[src/rtl/sdiv_pkg.sv]
package sdiv_pkg;
  typedef enum logic [1:0] {
    ST_IDLE = 2'd0,
    ST_ITER = 2'd1,
    ST_FIX  = 2'd2
  } sdiv_state_e;
endpackage

[src/rtl/sdiv_special.sv]
module sdiv_special #(
  parameter int W = 32
) (
  input  logic [W-1:0] dividend,
  input  logic [W-1:0] divisor,
  output logic         div_zero,
  output logic         min_by_neg1,
  output logic [W-1:0] mag_a,
  output logic [W-1:0] mag_b,
  output logic         neg_q,
  output logic         neg_r
);
  localparam logic [W-1:0] MOST_NEG = {1'b1, {(W-1){1'b0}}};
  localparam logic [W-1:0] ALL_ONES = {W{1'b1}};

  always_comb begin
    div_zero    = (divisor == '0);
    min_by_neg1 = (dividend == MOST_NEG) && (divisor == ALL_ONES);
    mag_a       = dividend[W-1] ? (~dividend + 1'b1) : dividend;
    mag_b       = divisor[W-1]  ? (~divisor + 1'b1)  : divisor;
    neg_q       = dividend[W-1] ^ divisor[W-1];
    neg_r       = dividend[W-1];
  end
endmodule

[src/rtl/sdiv_iter.sv]
module sdiv_iter #(
  parameter int W = 32
) (
  input  logic         clk,
  input  logic         rst,
  input  logic         load,
  input  logic         run,
  input  logic [W-1:0] mag_a,
  input  logic [W-1:0] mag_b,
  output logic [W-1:0] quo,
  output logic [W-1:0] rem,
  output logic         last
);
  localparam int CW = $clog2(W + 1);

  logic [W-1:0]  quo_q, rem_q, dvs_q;
  logic [CW-1:0] cnt_q;
  logic [W:0]    shifted, trial;

  always_comb begin
    shifted = {rem_q, quo_q[W-1]};
    trial   = shifted - {1'b0, dvs_q};
    last    = run && (cnt_q == CW'(W - 1));
  end

  always_ff @(posedge clk) begin
    if (rst) begin
      quo_q <= '0;
      rem_q <= '0;
      dvs_q <= '0;
      cnt_q <= '0;
    end else if (load) begin
      quo_q <= mag_a;
      rem_q <= '0;
      dvs_q <= mag_b;
      cnt_q <= '0;
    end else if (run) begin
      cnt_q <= cnt_q + 1'b1;
      if (!trial[W]) begin
        rem_q <= trial[W-1:0];
        quo_q <= {quo_q[W-2:0], 1'b1};
      end else begin
        rem_q <= shifted[W-1:0];
        quo_q <= {quo_q[W-2:0], 1'b0};
      end
    end
  end

  assign quo = quo_q;
  assign rem = rem_q;
endmodule

[src/rtl/sdiv_unit.sv]
module sdiv_unit #(
  parameter int W = 32
) (
  input  logic         clk,
  input  logic         rst,
  input  logic         start,
  input  logic         rem_sel,
  input  logic [W-1:0] dividend,
  input  logic [W-1:0] divisor,
  output logic         busy,
  output logic         done,
  output logic [W-1:0] result,
  output logic         ovf,
  output logic         unf,
  output logic         halt_req
);
  import sdiv_pkg::*;

  localparam logic [W-1:0] MOST_POS = {1'b0, {(W-1){1'b1}}};
  localparam logic [W-1:0] MOST_NEG = {1'b1, {(W-1){1'b0}}};

  sdiv_state_e state_q;
  logic div_zero, min_by_neg1, neg_q, neg_r;
  logic [W-1:0] mag_a, mag_b, quo, rem;
  logic last, accept, load, run;
  logic neg_q_q, neg_r_q, rem_sel_q;
  logic [W-1:0] quo_signed, rem_signed;

  sdiv_special #(.W(W)) special_i (
    .dividend    (dividend),
    .divisor     (divisor),
    .div_zero    (div_zero),
    .min_by_neg1 (min_by_neg1),
    .mag_a       (mag_a),
    .mag_b       (mag_b),
    .neg_q       (neg_q),
    .neg_r       (neg_r)
  );

  always_comb begin
    accept = start && (state_q == ST_IDLE);
    load   = accept && !div_zero && !min_by_neg1;
    run    = (state_q == ST_ITER);
  end

  sdiv_iter #(.W(W)) iter_i (
    .clk   (clk),
    .rst   (rst),
    .load  (load),
    .run   (run),
    .mag_a (mag_a),
    .mag_b (mag_b),
    .quo   (quo),
    .rem   (rem),
    .last  (last)
  );

  always_comb begin
    quo_signed = neg_q_q ? (~quo + 1'b1) : quo;
    rem_signed = neg_r_q ? (~rem + 1'b1) : rem;
  end

  always_ff @(posedge clk) begin
    if (rst) begin
      state_q   <= ST_IDLE;
      done      <= 1'b0;
      result    <= '0;
      ovf       <= 1'b0;
      unf       <= 1'b0;
      halt_req  <= 1'b0;
      neg_q_q   <= 1'b0;
      neg_r_q   <= 1'b0;
      rem_sel_q <= 1'b0;
    end else begin
      done <= 1'b0;
      case (state_q)
        ST_IDLE: begin
          if (accept) begin
            if (div_zero) begin
              result   <= MOST_POS;
              halt_req <= 1'b1;
              ovf      <= 1'b0;
              unf      <= 1'b0;
              done     <= 1'b1;
            end else if (min_by_neg1) begin
              result   <= MOST_NEG;
              halt_req <= 1'b0;
              ovf      <= 1'b1;
              unf      <= 1'b0;
              done     <= 1'b1;
            end else begin
              neg_q_q   <= neg_q;
              neg_r_q   <= neg_r;
              rem_sel_q <= rem_sel;
              state_q   <= ST_ITER;
            end
          end
        end
        ST_ITER: begin
          if (last) state_q <= ST_FIX;
        end
        ST_FIX: begin
          result   <= rem_sel_q ? rem_signed : quo_signed;
          ovf      <= 1'b0;
          unf      <= 1'b0;
          halt_req <= 1'b0;
          done     <= 1'b1;
          state_q  <= ST_IDLE;
        end
        default: state_q <= ST_IDLE;
      endcase
    end
  end

  assign busy = (state_q != ST_IDLE);
endmodule

[config.mk]
export PLATFORM = sky130hd
export DESIGN_NAME = sdiv_unit
export DESIGN_NICKNAME = d
export VERILOG_FILES = /design/src/rtl/sdiv_pkg.sv /design/src/rtl/sdiv_special.sv /design/src/rtl/sdiv_iter.sv /design/src/rtl/sdiv_unit.sv
export SDC_FILE = /design/constraint.sdc
export NUM_CORES = 1
export LEC_CHECK = 0
export ABC_AREA = 1
export BUFFER_PORTS_ARGS = -buffer_cell sky130_fd_sc_hd__clkbuf_2
export CAP_MARGIN = 20
export CELL_PAD_IN_SITES_DETAIL_PLACEMENT = 2
export CELL_PAD_IN_SITES_GLOBAL_PLACEMENT = 2
export CORE_UTILIZATION = 35
export CTS_BUF_LIST = sky130_fd_sc_hd__clkbuf_2 sky130_fd_sc_hd__clkbuf_4 sky130_fd_sc_hd__clkbuf_8
export DETAILED_ROUTE_END_ITERATION = 6
export PLACE_DENSITY = 0.87
export SLEW_MARGIN = 20
export SYNTH_ARGS = -nofsm -noshare
export SYNTH_HDL_FRONTEND = slang
export SYNTH_SLANG_ARGS = --single-unit
[constraint.sdc]
create_clock -name clk -period 3.6 [get_ports clk]
set_input_delay 0.72 -clock clk [delete_from_list [all_inputs] [get_ports clk]]
set_output_delay 0.72 -clock clk [all_outputs]
set_load 0.05 [all_outputs]
* After elaboration in Yosys (flattened, before gate mapping) *
Cells that the tools add are included.

cells by class
  $add $sub $neg = 6
  reductions and logical operators = 16
  muxes and demuxes = 33
  multipliers = 0
  bitwise gates (word level) = 7
  order comparisons = 0
  eq/ne operators = 10
  div/mod/pow operators = 0
  shift operators = 0

operators by type and width
  kind                     count
  $mux W32                 11
  $add A32 B1 Y32 const B  4
  $not A32 Y32             4
  $eq A32 B32 Y1 const B   2
  $pmux W32 S2             1
  $sub A33 B32 Y33         1
  $logic_not A32 Y1        1
  $mux W1                  12
  $mux W2                  4
  $ne A2 B2 Y1 const B     4
  $pmux W1 S2              4
  $reduce_and A4 Y1        2
  $add A6 B1 Y6 const B    1
  $eq A6 B5 Y1 const B     1
  $reduce_bool A2 Y1       3
  $logic_and A1 B1 Y1      5
  $pmux W2 S2              1
  $ne A3 B3 Y1 const B     1
  $reduce_and A3 Y1        1
  $eq A2 B1 Y1 const B     1
  $eq A2 B2 Y1 const B     1
  $logic_not A1 Y1         2
  $logic_not A2 Y1         1
  $not A1 Y1               2
  2 further kinds          2

storage, ports and cells
  output and inout port bits = 37
  memories = 0
  ROM bits = 0
  logic and storage cells = 85
  latch bits = 0
  memory bits (writable) = 0
  bits in registers = 143
  bits of input ports = 68

* Logic depth before layout (Yosys ltp) *
Gate-level depths: netlist of the first run.

  word-level depth = 6
  gate-level depth with buffers = 19

* By module *
A second synthesis of the first run with hierarchy kept.

unflattened totals
  cell total of the unflattened synthesis = 2356
  area total of the unflattened synthesis = 13121.3 µm²

modules (own cells, without submodules)
  module        cells each  times used  area an instance (µm²)
  sdiv_iter     1198        1           7023.0
  sdiv_unit     686         1           3892.5
  sdiv_special  472         1           2205.9

* Worst setup path after synthesis of the first run *
OpenSTA, ideal clock, no wires.

  path type = input to register
  start point = in dividend[1]
  end point = reg iter_i.dvs_q[24]
  cell stages on the path = 13
  path slack = 1.374 ns
  arrival time = 2.104 ns
  path buffers = 2
  setup time = 0.122 ns
  cells stage by stage = inv_1 -> ha_1 -> nand3_1 -> nor2_1 -> nand2_1 -> nor2_1 -> nand3_2 -> nand2_4 -> inv_4 -> buf_6 -> buf_4 -> o21ai_0 -> a21oi_1

on the way
  cells in the longest elaborated chain, start to end = 4

ends and longest elaborated chain
  what                  RTL line            RTL
  start, declared       sdiv_unit.sv:8      input logic [W-1:0] dividend,
  $eq A32 B32 Y1        sdiv_special.sv:18  min_by_neg1 = (dividend == MOST_NEG) && (divisor == ALL_ONES);
  $logic_and A1 B1 Y1   sdiv_special.sv:18
  $logic_not A1 Y1      sdiv_unit.sv:42     load = accept && !div_zero && !min_by_neg1;
  $logic_and A1 B1 Y1   sdiv_unit.sv:42
  end signal, assigned  sdiv_iter.sv:35     dvs_q <= mag_b;
  end, declared         sdiv_iter.sv:16     logic [W-1:0] quo_q, rem_q, dvs_q;

Every way passes these cells.
A chain may end at the register's enable or synchronous reset.

* Worst setup path in the final report of the first run *
  start point = reg iter_i.quo_q[31] (netlist: iter_i.quo[31])
  end point = reg iter_i.rem_q[18] (netlist: iter_i.rem[18])

on the way
  cells in the longest elaborated chain, start to end = 2

ends and longest elaborated chain
  what                    RTL line         RTL
  start, declared         sdiv_iter.sv:16
  start signal, assigned  sdiv_iter.sv:33  quo_q <= mag_a;
  start signal, assigned  sdiv_iter.sv:41  quo_q <= {quo_q[W-2:0], 1'b1};
  start signal, assigned  sdiv_iter.sv:44  quo_q <= {quo_q[W-2:0], 1'b0};
  $sub A33 B32 Y33        sdiv_iter.sv:22  trial = shifted - {1'b0, dvs_q};
  $mux W32                sdiv_iter.sv:39  if (!trial[W]) begin
  end signal, assigned    sdiv_iter.sv:40  rem_q <= trial[W-1:0];
  end signal, assigned    sdiv_iter.sv:43  rem_q <= shifted[W-1:0];
  end, declared           sdiv_iter.sv:16

Every way passes these cells.

==> results of run 1 <==
[worst max-delay path, cell delays in order (launching register included)]
cell,delay [ns]
dfxtp_1,0.36
inv_1,0.13
ha_1,0.26
fa_1,0.43
inv_1,0.11
nand2_1,0.05
nand2_1,0.08
nand3_1,0.08
nand2_2,0.12
nand2_1,0.08
nand2_2,0.11
nand2_2,0.08
nand2_2,0.08
nand2_4,0.25
nand2_4,0.44
inv_1,0.16
nand2_1,0.11
nand3_1,0.09
nand2_1,0.11
inv_1,0.05
[worst max-delay path by stage]
stage                                startpoint  slack (ns)  depth (start not counted)                             to
floorplan                           dividend[1]        1.37                         13  iter_i.dvs_q[24]$_SDFFE_PP0P_
global placement                    dividend[0]        0.61                         13    iter_i.rem[20]$_SDFFE_PP0N_
CTS                 iter_i.quo[31]$_SDFFE_PP0P_        0.36                         19    iter_i.rem[20]$_SDFFE_PP0N_
global route        iter_i.quo[31]$_SDFFE_PP0P_        0.13                         19    iter_i.rem[20]$_SDFFE_PP0N_
detailed placement                  dividend[0]        0.33                         11     iter_i.rem[7]$_SDFFE_PP0N_
finish              iter_i.quo[31]$_SDFFE_PP0P_        0.32                         19    iter_i.rem[18]$_SDFFE_PP0N_
[metal layers]
layer / vias up / part of all wire (%) / global-route usage, %
met1: 8058 / 41 / 44.2
met3: 221 / 5.2 / 5.74
met4: 6 / 4.9 / 18.2
met5: - / 0.058 / 0
met2: 620 / 49 / 64.9
li1: 7150 / - / -
[through the flow]
step	total power, µW	hold slack, ns	worst slack, ns
final	5510	0.480	0.317
after global routing	5740	0.497	0.132
after CTS	5450	0.481	0.363
after detailed placement	3910	0.467	0.327
after global placement	3760	0.450	0.613
after floorplan	3180	0.443	1.37
[Yosys cell counts, drive strengths merged (10+ instances only)]
| cell type | count | area share (%) |
|---|---|---|
| o21ai | 130 | 5.2 |
| xnor2 | 10 | 0.70 |
| nor3 | 21 | 0.91 |
| a21oi | 155 | 6.4 |
| a31oi | 18 | 0.89 |
| xor2 | 60 | 4.2 |
| dfxtp | 142 | 23 |
| buf | 36 | 1.9 |
| nand2 | 722 | 22 |
| nand3 | 241 | 10 |
| clkbuf | 45 | 1.4 |
| inv | 334 | 10 |
| nand4 | 28 | 1.4 |
| nor2 | 193 | 6.1 |
| ha | 38 | 3.8 |
[state kept, by name (all words and copies together) (netlist names)]
register and flops:
iter_i.rem 32, state_q 2, iter_i.cnt_q 6, iter_i.dvs_q 32, iter_i.quo 32, rem_sel_q 1
done 1, ovf 1, neg_r_q 1, neg_q_q 1, halt_req 1, result 32
[layout make-up]
class / count / area (µm²)
Inverter: 334 / 1260
Tap cell: 461 / 577
Clock inverter: 15 / 153
Multi-Input combinational cell: 1659 / 8080
Sequential cell: 142 / 2840
Fill cell: 4572 / 21600
Antenna cell: 1 / 2.50
Clock buffer: 17 / 234
Timing Repair Buffer: 126 / 688
[where the power goes]
part / switching [µW] / total [µW] / internal, µW
clock network: 863 / 1430 / 571
registers: 111 / 1770 / 1660
logic: 1700 / 2310 / 607
[kinds of logic (layout without fill, tap and decap cells)]
group	after synthesis	in the layout
flops	142	142
fa+ha+maj	39	39
compound gates	324	324
xor+xnor	70	70
simple gates	1225	1225
buf+inv	415	492
other cells	1	2
==> impl_metrics.json, run 1 <==
{
  "status": "finished clean",
  "ys_warn_count": 0,
  "critPathCaptureType": "register",
  "setup_viol": 0,
  "yosys.area_share.simple_pct": 41.5,
  "relSlewSlack_pct": 32.9,
  "firstDrtPassIters": 5,
  "synth_cells": 2216,
  "min_from": "result[20]$_SDFFE_PP0P_",
  "ys_seq_area_share_pct": 22.6,
  "dp_hpwl_um": 47200,
  "grt_use_total_pct": 37.2,
  "wl_per_cell_um": 24.5,
  "path_clk_slew_ns": 0.11,
  "ir_drop_mv": 0.226,
  "start_kind": "register",
  "postRouteAntennaNets": 0,
  "cts_resized": 0,
  "rr_endpoint": "iter_i.rem[18]$_SDFFE_PP0N_",
  "cts_sinks": 142,
  "min_to": "result[20]$_SDFFE_PP0P_",
  "wirelength_um": 67600,
  "synth_area_um2": 12600,
  "hold_class": "register to register",
  "synth.area.mux_share_pct": 0,
  "post_dp_cell_area_um2": 13400,
  "async_flop_share_pct": 0,
  "rsz0062_at_grt": "false",
  "dp.cells": 2722,
  "final_common_cell": "nand2_1",
  "final_cell_mix": "nand2_1 (711), inv_1 (327), nand3_1 (228)",
  "port_buffers": 103,
  "avgSynthCellArea_um2": 5.68,
  "yosys_register_bits": 142,
  "clockRootBuffer": "clkbuf_8",
  "dieArea_um2": 36700,
  "grt_pass1_wl_um": 104000,
  "finalClockSkew_ns": 0.0339,
  "grt_pass1_vias": 17600,
  "syn_nets": 2323,
  "worstHoldPathCells": 2,
  "cts_setup_buffers": 0,
  "antenna_found_initial": 3,
  "reg2reg_from": "iter_i.quo[31]$_SDFFE_PP0P_",
  "drive_gt1_share_pct": 9.38,
  "worstPathArrival_ns": 3.70,
  "cp.required_ns": 4.01,
  "coreArea_um2": 35500,
  "synth_compound_area_share_pct": 13.8,
  "worst_slew_pin_slew_ns": 0.995,
  "final_area_um2": 13800,
  "crit_type": "register to register",
  "synth_edf_count": 0,
  "fin_util_pct": 39.0,
  "synth_xor_area_share_pct": 4.87,
  "cp_max_fo": 34,
  "cts_buffer_depth": 2,
  "rows": 69,
  "fin_crit_sh_pct": 91.2,
  "synth_top_family_by_area": "simple AND/OR/NAND/NOR gates",
  "synth_cell_types": 48,
  "synthAdderAreaFrac_pct": 3.94,
  "cts_hold_buf": 0,
  "fp.dieW_um": 192,
  "synth-main-ff-cell": "dfxtp_1",
  "grt.overflow.total": 0,
  "post-route-min-period_ns": 3.28,
  "drcViolationCount": 0,
  "cts_tree": "done",
  "clock_latency_ns": 0.53,
  "leakagePower_uw": 0.00704,
  "hold_viol_final": 0,
  "powerDensity_nw_per_um2": 398,
  "grt_max_degree": 67,
  "r2r_slack_ns": 0.32,
  "fin_setup_tns_ns": 0,
  "cts_buffers": 17,
  "viasPerCell": 5.83,
  "drt_iter0_markers": 1232,
  "ios": 105,
  "initial_core_util_pct": 35.5,
  "fin_nets": 2387,
  "htree_num_levels": 4,
  "vias": 16100,
  "place_congestion": 0.936,
  "fmax_ghz": 0.305,
  "stdcell_count": 2755,
  "cap_violations": 0,
  "die_height_um": 192,
  "syn_to_final_growth_pct": 9.94,
  "reg2reg_depth": 19,
  "slew_viol_final": 0
}
No activity file was read; power rests on OpenSTA's default activity.
==> run 2, diff against run 1 <==
--- a/config.mk
+++ b/config.mk
@@ -10,6 +10,7 @@
 export CAP_MARGIN = 20
 export CELL_PAD_IN_SITES_DETAIL_PLACEMENT = 2
 export CELL_PAD_IN_SITES_GLOBAL_PLACEMENT = 2
+export CORE_ASPECT_RATIO = 1.2
 export CORE_UTILIZATION = 35
 export CTS_BUF_LIST = sky130_fd_sc_hd__clkbuf_2 sky130_fd_sc_hd__clkbuf_4 sky130_fd_sc_hd__clkbuf_8
 export DETAILED_ROUTE_END_ITERATION = 6
==> impl_metrics.json, run 2 (same netlist as run 1, synthesis figures left out) <==
{
  "dp_hpwl_um": 46000,
  "grt_pass1_vias": 17000,
  "dieArea_um2": 36700,
  "initial_core_util_pct": 35.8,
  "grt.overflow.total": 0,
  "postRouteAntennaNets": 0,
  "status": "finished clean",
  "coreArea_um2": 35200,
  "antenna_found_initial": 0,
  "htree_num_levels": 4,
  "final_cell_mix": "nand2_1 (711), inv_1 (327), nand3_1 (228)",
  "slowest_delay_ns": 0.41,
  "hold_viol_final": 0,
  "diodes": 0,
  "grt_use_total_pct": 34.2,
  "cts_sinks": 142,
  "finalClockSkew_ns": 0.0182,
  "ir_drop_mv": 0.230,
  "dp.cells": 2721,
  "grt_util_met3_pct": 3.37,
  "cp_max_fo": 22,
  "worstPathArrival_ns": 3.55,
  "path_clk_slew_ns": 0.11,
  "slew_viol_final": 0,
  "critPathBufInv": 3,
  "final_common_cell": "nand2_1",
  "dpl_worst_slack_ns": 0.381,
  "syn_to_final_growth_pct": 9.86,
  "crit_family": "simple AND/OR/NAND/NOR gates",
  "cts_resized": 0,
  "cts_buffers": 17,
  "drt_iter0_markers": 819,
  "setup_ws_ns": 0.421,
  "leakagePower_uw": 0.00703,
  "post-route-min-period_ns": 3.18,
  "place_congestion": 0.938,
  "grt_pass1_wl_um": 97100,
  "cts_buffer_depth": 2,
  "vias": 15400,
  "cts_tree": "done",
  "crit_chain": "inv_1, ha_1, fa_1, inv_1, nand2_1, nand2_1, nand3_1, nand2_2, nand2_1, nand2_2, nand2_2, nand3_2, buf_4, nand3_1, nand3_1, a21oi_1",
  "worst_slew_pin_slew_ns": 0.838,
  "cap_violations": 0,
  "clockRootBuffer": "clkbuf_8",
  "drive_gt1_share_pct": 9.30,
  "rsz0062_at_grt": "false",
  "crit_slowest_cell": "dfxtp_1",
  "grt-busiest-layer": "met2",
  "fin_setup_tns_ns": 0,
  "hold_class": "register to register",
  "grt_max_degree": 77,
  "fin_crit_sh_pct": 88.3,
  "cts_setup_buffers": 0,
  "firstDrtPassIters": 5,
  "viasPerCell": 5.60,
  "cts_hold_buf": 0,
  "grtUsageMet1_pct": 37.1,
  "setup_viol": 0,
  "fmax_ghz": 0.315,
  "rows": 75,
  "start_kind": "register",
  "wl_per_cell_um": 22.5,
  "relSlewSlack_pct": 44.1,
  "fp.dieW_um": 175,
  "stdcell_count": 2753,
  "fin_nets": 2385,
  "wirelength_um": 62100,
  "die_height_um": 210,
  "drcViolationCount": 0,
  "crit_type": "register to register",
  "ios": 105,
  "port_buffers": 103,
  "gr-usage-met2_pct": 62.8,
  "critPathCaptureType": "register",
  "powerDensity_nw_per_um2": 388,
  "clock_latency_ns": 0.52,
  "cp.required_ns": 3.97
}
run 2: path summary, 6_finish.rpt:
| path | slack, ns | startpoint | endpoint | cells past startpoint |
|---|---|---|---|---|
| setup / recovery | 0.42 | iter_i.quo[31]$_SDFFE_PP0P_ | iter_i.rem[12]$_SDFFE_PP0N_ | 16 |
| hold / removal | 0.47 | halt_req$_SDFFE_PP0P_ | halt_req$_SDFFE_PP0P_ | 2 |
| setup reg to reg | 0.42 | iter_i.quo[31]$_SDFFE_PP0P_ | iter_i.rem[12]$_SDFFE_PP0N_ | 16 |
| hold reg to reg | 0.47 | halt_req$_SDFFE_PP0P_ | halt_req$_SDFFE_PP0P_ | 2 |
run 2: final cells by class:
class | count | area [µm²]
multi-input cells | 1659 | 8080
fillers | 4537 | 21400
clock inverters | 15 | 159
flip-flops and latches | 142 | 2840
well taps | 462 | 578
repair buffers | 124 | 673
inverters | 334 | 1260
clock buffers | 17 | 234
run 2: where the power goes:
group          internal, µW  switching (µW)  leakage [µW]  total, µW
logic                   609            1590       0.00568       2200
clock network           525             874      0.000195       1400
registers              1660             110       0.00116       1770
total                  2790            2570       0.00703       5360
run 2: routing by layer:
| layer | part of all wire [%] | vias to the layer above | wire [µm] |
|---|---|---|---|
| li1 | - | 7138 | - |
| met1 | 39 | 7683 | 24300 |
| met2 | 51 | 406 | 31700 |
| met3 | 3.0 | 183 | 1880 |
| met4 | 6.8 | 0 | 4210 |
| met5 | 0 | - | 0 |
run 2: worst reg2reg max path: cells and delay by family, from the launching register on:
kind / cells / cell delay (ns)
AOI/OAI and AO/OA: 1 / 0.11
adders and majority gates: 2 / 0.65
buffers and inverters: 3 / 0.62
DFF: 1 / 0.41
and+or+nand+nor: 10 / 1.25
run 2: through the flow:
stage	area, µm²	total power [µW]	hold WS [ns]	utilization (%)
floorplan	12600	3180	0.443	-
global placement	13400	3760	0.450	38.2
detailed placement	13400	3890	0.457	38.2
CTS	13800	5360	0.468	39.3
global route	13800	5650	0.497	39.3
finish	13800	5360	0.469	39.3
==> run 3, diff against run 2 <==
--- a/config.mk
+++ b/config.mk
@@ -5,17 +5,17 @@
 export SDC_FILE = /design/constraint.sdc
 export NUM_CORES = 1
 export LEC_CHECK = 0
-export ABC_AREA = 1
 export BUFFER_PORTS_ARGS = -buffer_cell sky130_fd_sc_hd__clkbuf_2
 export CAP_MARGIN = 20
 export CELL_PAD_IN_SITES_DETAIL_PLACEMENT = 2
 export CELL_PAD_IN_SITES_GLOBAL_PLACEMENT = 2
 export CORE_ASPECT_RATIO = 1.2
-export CORE_UTILIZATION = 35
+export CORE_UTILIZATION = 39
 export CTS_BUF_LIST = sky130_fd_sc_hd__clkbuf_2 sky130_fd_sc_hd__clkbuf_4 sky130_fd_sc_hd__clkbuf_8
 export DETAILED_ROUTE_END_ITERATION = 6
 export PLACE_DENSITY = 0.87
 export SLEW_MARGIN = 20
 export SYNTH_ARGS = -nofsm -noshare
 export SYNTH_HDL_FRONTEND = slang
+export SYNTH_HIERARCHICAL = 1
 export SYNTH_SLANG_ARGS = --single-unit
==> impl_metrics.json, run 3 <==
{
  "status": "finished clean",
  "ys_warn_count": 6,
  "grt.overflow.total": 0,
  "synth_area_um2": 10700,
  "synth_edf_count": 0,
  "diodes": 0,
  "relSlewSlack_pct": 39.8,
  "post-route-min-period_ns": 3.48,
  "fin_crit_sh_pct": 96.7,
  "htree_num_levels": 4,
  "ys_seq_area_share_pct": 26.5,
  "cts_resized": 0,
  "reg2reg_from": "iter_i/quo[31]$_SDFFE_PP0P_",
  "powerDensity_nw_per_um2": 438,
  "fmax_ghz": 0.287,
  "cts_tree": "done",
  "grt_max_degree": 58,
  "async_flop_share_pct": 0,
  "cap_violations": 0,
  "synth.top_cells.by_count": "nor2_1 (181), dfxtp_1 (142), nand2_1 (117)",
  "setup_viol": 0,
  "synth_cells": 1390,
  "finalClockSkew_ns": 0.0166,
  "postRouteAntennaNets": 0,
  "cts_setup_buffers": 0,
  "cts_hold_buf": 0,
  "viasPerCell": 6.13,
  "r2r_slack_ns": 0.23,
  "path_clk_slew_ns": 0.09,
  "synth_most_common_cell": "nor2_1",
  "n_fill_cell": 3146,
  "rr_endpoint": "iter_i/rem[30]$_SDFFE_PP0P_",
  "cts_buffer_depth": 2,
  "grt_use_total_pct": 31.8,
  "min_to": "result[3]$_SDFFE_PP0P_",
  "fp.dieW_um": 153,
  "drcViolationCount": 0,
  "synth_top_family_by_area": "compound AO/OA/AOI/OAI gates",
  "hold_viol_final": 0,
  "cts_sinks": 142,
  "syn_to_final_growth_pct": 15.3,
  "worst_slew_pin_slew_ns": 0.902,
  "yosys.area_share.simple_pct": 22.4,
  "fin_nets": 1608,
  "clock_latency_ns": 0.49,
  "cp.required_ns": 3.94,
  "netlist_top_cells_area": "dfxtp_1 (26%), xnor2_1 (7.7%), mux2i_1 (6.9%)",
  "crit_type": "input port to register",
  "firstDrtPassIters": 5,
  "grt_pass1_wl_um": 69500,
  "synth_xor_area_share_pct": 11.9,
  "final_cell_mix": "nor2_1 (179), dfxtp_1 (142), nand2_1 (117)",
  "rsz0062_at_grt": "false",
  "wl_per_cell_um": 24.0,
  "die_height_um": 184,
  "synth_top_area_cell": "dfxtp_1",
  "vias": 11400,
  "avgSynthCellArea_um2": 7.73,
  "synth.area.mux_share_pct": 6.90,
  "dp.cells": 1822,
  "start_kind": "input port",
  "synthAdderAreaFrac_pct": 4.61,
  "stdcell_count": 1854,
  "coreArea_um2": 27100,
  "leakagePower_uw": 0.00501,
  "port_buffers": 103,
  "clockRootBuffer": "clkbuf_8",
  "drt_iter0_markers": 556,
  "cts_buffers": 17,
  "synth-main-ff-cell": "dfxtp_1",
  "synth_compound_area_share_pct": 22.7,
  "final_common_cell": "nor2_1",
  "cp_max_fo": 14,
  "post_dp_cell_area_um2": 12000,
  "timing.hold.ws_ns": 0.467,
  "min_from": "result[3]$_SDFFE_PP0P_",
  "critPathCaptureType": "register",
  "dp_hpwl_um": 33100,
  "worstPathArrival_ns": 3.82,
  "syn_nets": 1497,
  "rows": 66,
  "place_congestion": 0.886,
  "gr-usage-met2_pct": 61.0,
  "yosys.area.top_type_share_pct": 26.5,
  "grt_util_met3_pct": 4.64,
  "hold_class": "register to register",
  "grt_pass1_vias": 12300,
  "dieArea_um2": 28200,
  "ir_drop_mv": 0.204,
  "slew_viol_final": 0,
  "initial_core_util_pct": 39.6,
  "antenna_found_initial": 0,
  "drive_gt1_share_pct": 16.4,
  "fin_setup_tns_ns": 0,
  "final_area_um2": 12400,
  "wirelength_um": 44500,
  "reg2reg_depth": 14,
  "yosys_register_bits": 142,
  "ios": 105,
  "synth_cell_types": 80,
  "worstHoldPathCells": 2,
  "grtUsageMet1_pct": 32.8,
  "grt-busiest-layer": "met2"
}
[run 3: kinds of logic after synthesis]
kind of cell             Yosys count
AND/OR/NAND/NOR                  493
AO/OA/AOI/OAI                    367
XOR/XNOR                         143
flip-flops                       142
buffers and inverters            131
multiplexers                      74
adder cells (fa/ha/maj)           39
other                              1
[run 3: worst max-delay path: stages]
cell	delay (ns)
clkbuf_2	0.09
or4_4	0.53
or4_4	0.43
or4_4	0.45
nor4_4	0.27
buf_4	0.21
a21oi_1	0.12
nor2_2	0.17
buf_4	0.24
a21oi_1	0.07
a2111oi_0	0.51
[run 3: report_power, final]
group | internal (µW) | switching, µW | leakage [µW]
Combinational | 871 | 1410 | 0.00365
Clock | 661 | 686 | 0.000198
Sequential | 1660 | 138 | 0.00116
Total | 3190 | 2230 | 0.00501
[run 3: area by class of cell]
cell class	instances	area, µm²	share of cell area, %
clock buffer	21	277	2.23
inverter	51	191	1.55
sequential	142	2840	23.0
tap	340	425	3.44
multi-input combinational	1117	7420	59.9
timing repair buffer	172	1110	8.97
clock inverter	11	116	0.940
[run 3: per-stage QoR]
stage          util [%]  total power [µW]  setup WS [ns]
2_1_floorplan         -              3280        -0.0870
3_3_place_gp       44.3              3880         -0.116
3_5_place_dp       44.3              4020         -0.340
4_1_cts            45.7              5420          0.136
5_1_grt            45.7              5680       0.000425
6_report           45.7              5420          0.118
[run 3: worst max-delay path by stage]
stage                                            from                     endpoint  slack [ns]  depth (start not counted)
after floorplan                           divisor[22]  iter_i/rem[11]$_SDFFE_PP0P_       -0.09                         10
after global placement                    divisor[22]      result[18]$_SDFFE_PP0P_       -0.12                         11
after detailed placement                  divisor[22]      result[16]$_SDFFE_PP0P_       -0.34                         11
after CTS                                 divisor[22]      result[16]$_SDFFE_PP0P_        0.14                         11
after global routing      iter_i/quo[31]$_SDFFE_PP0P_  iter_i/rem[30]$_SDFFE_PP0P_      0.0004                         14
final                                     divisor[22]      result[16]$_SDFFE_PP0P_        0.12                         11
[run 3: routing by layer]
metal	up-vias	part of all wire, %	wire (µm)
li1	5227	-	-
met1	5694	38	17000
met2	313	53	23700
met3	131	3.3	1480
met4	0	5.3	2360
met5	-	0	0
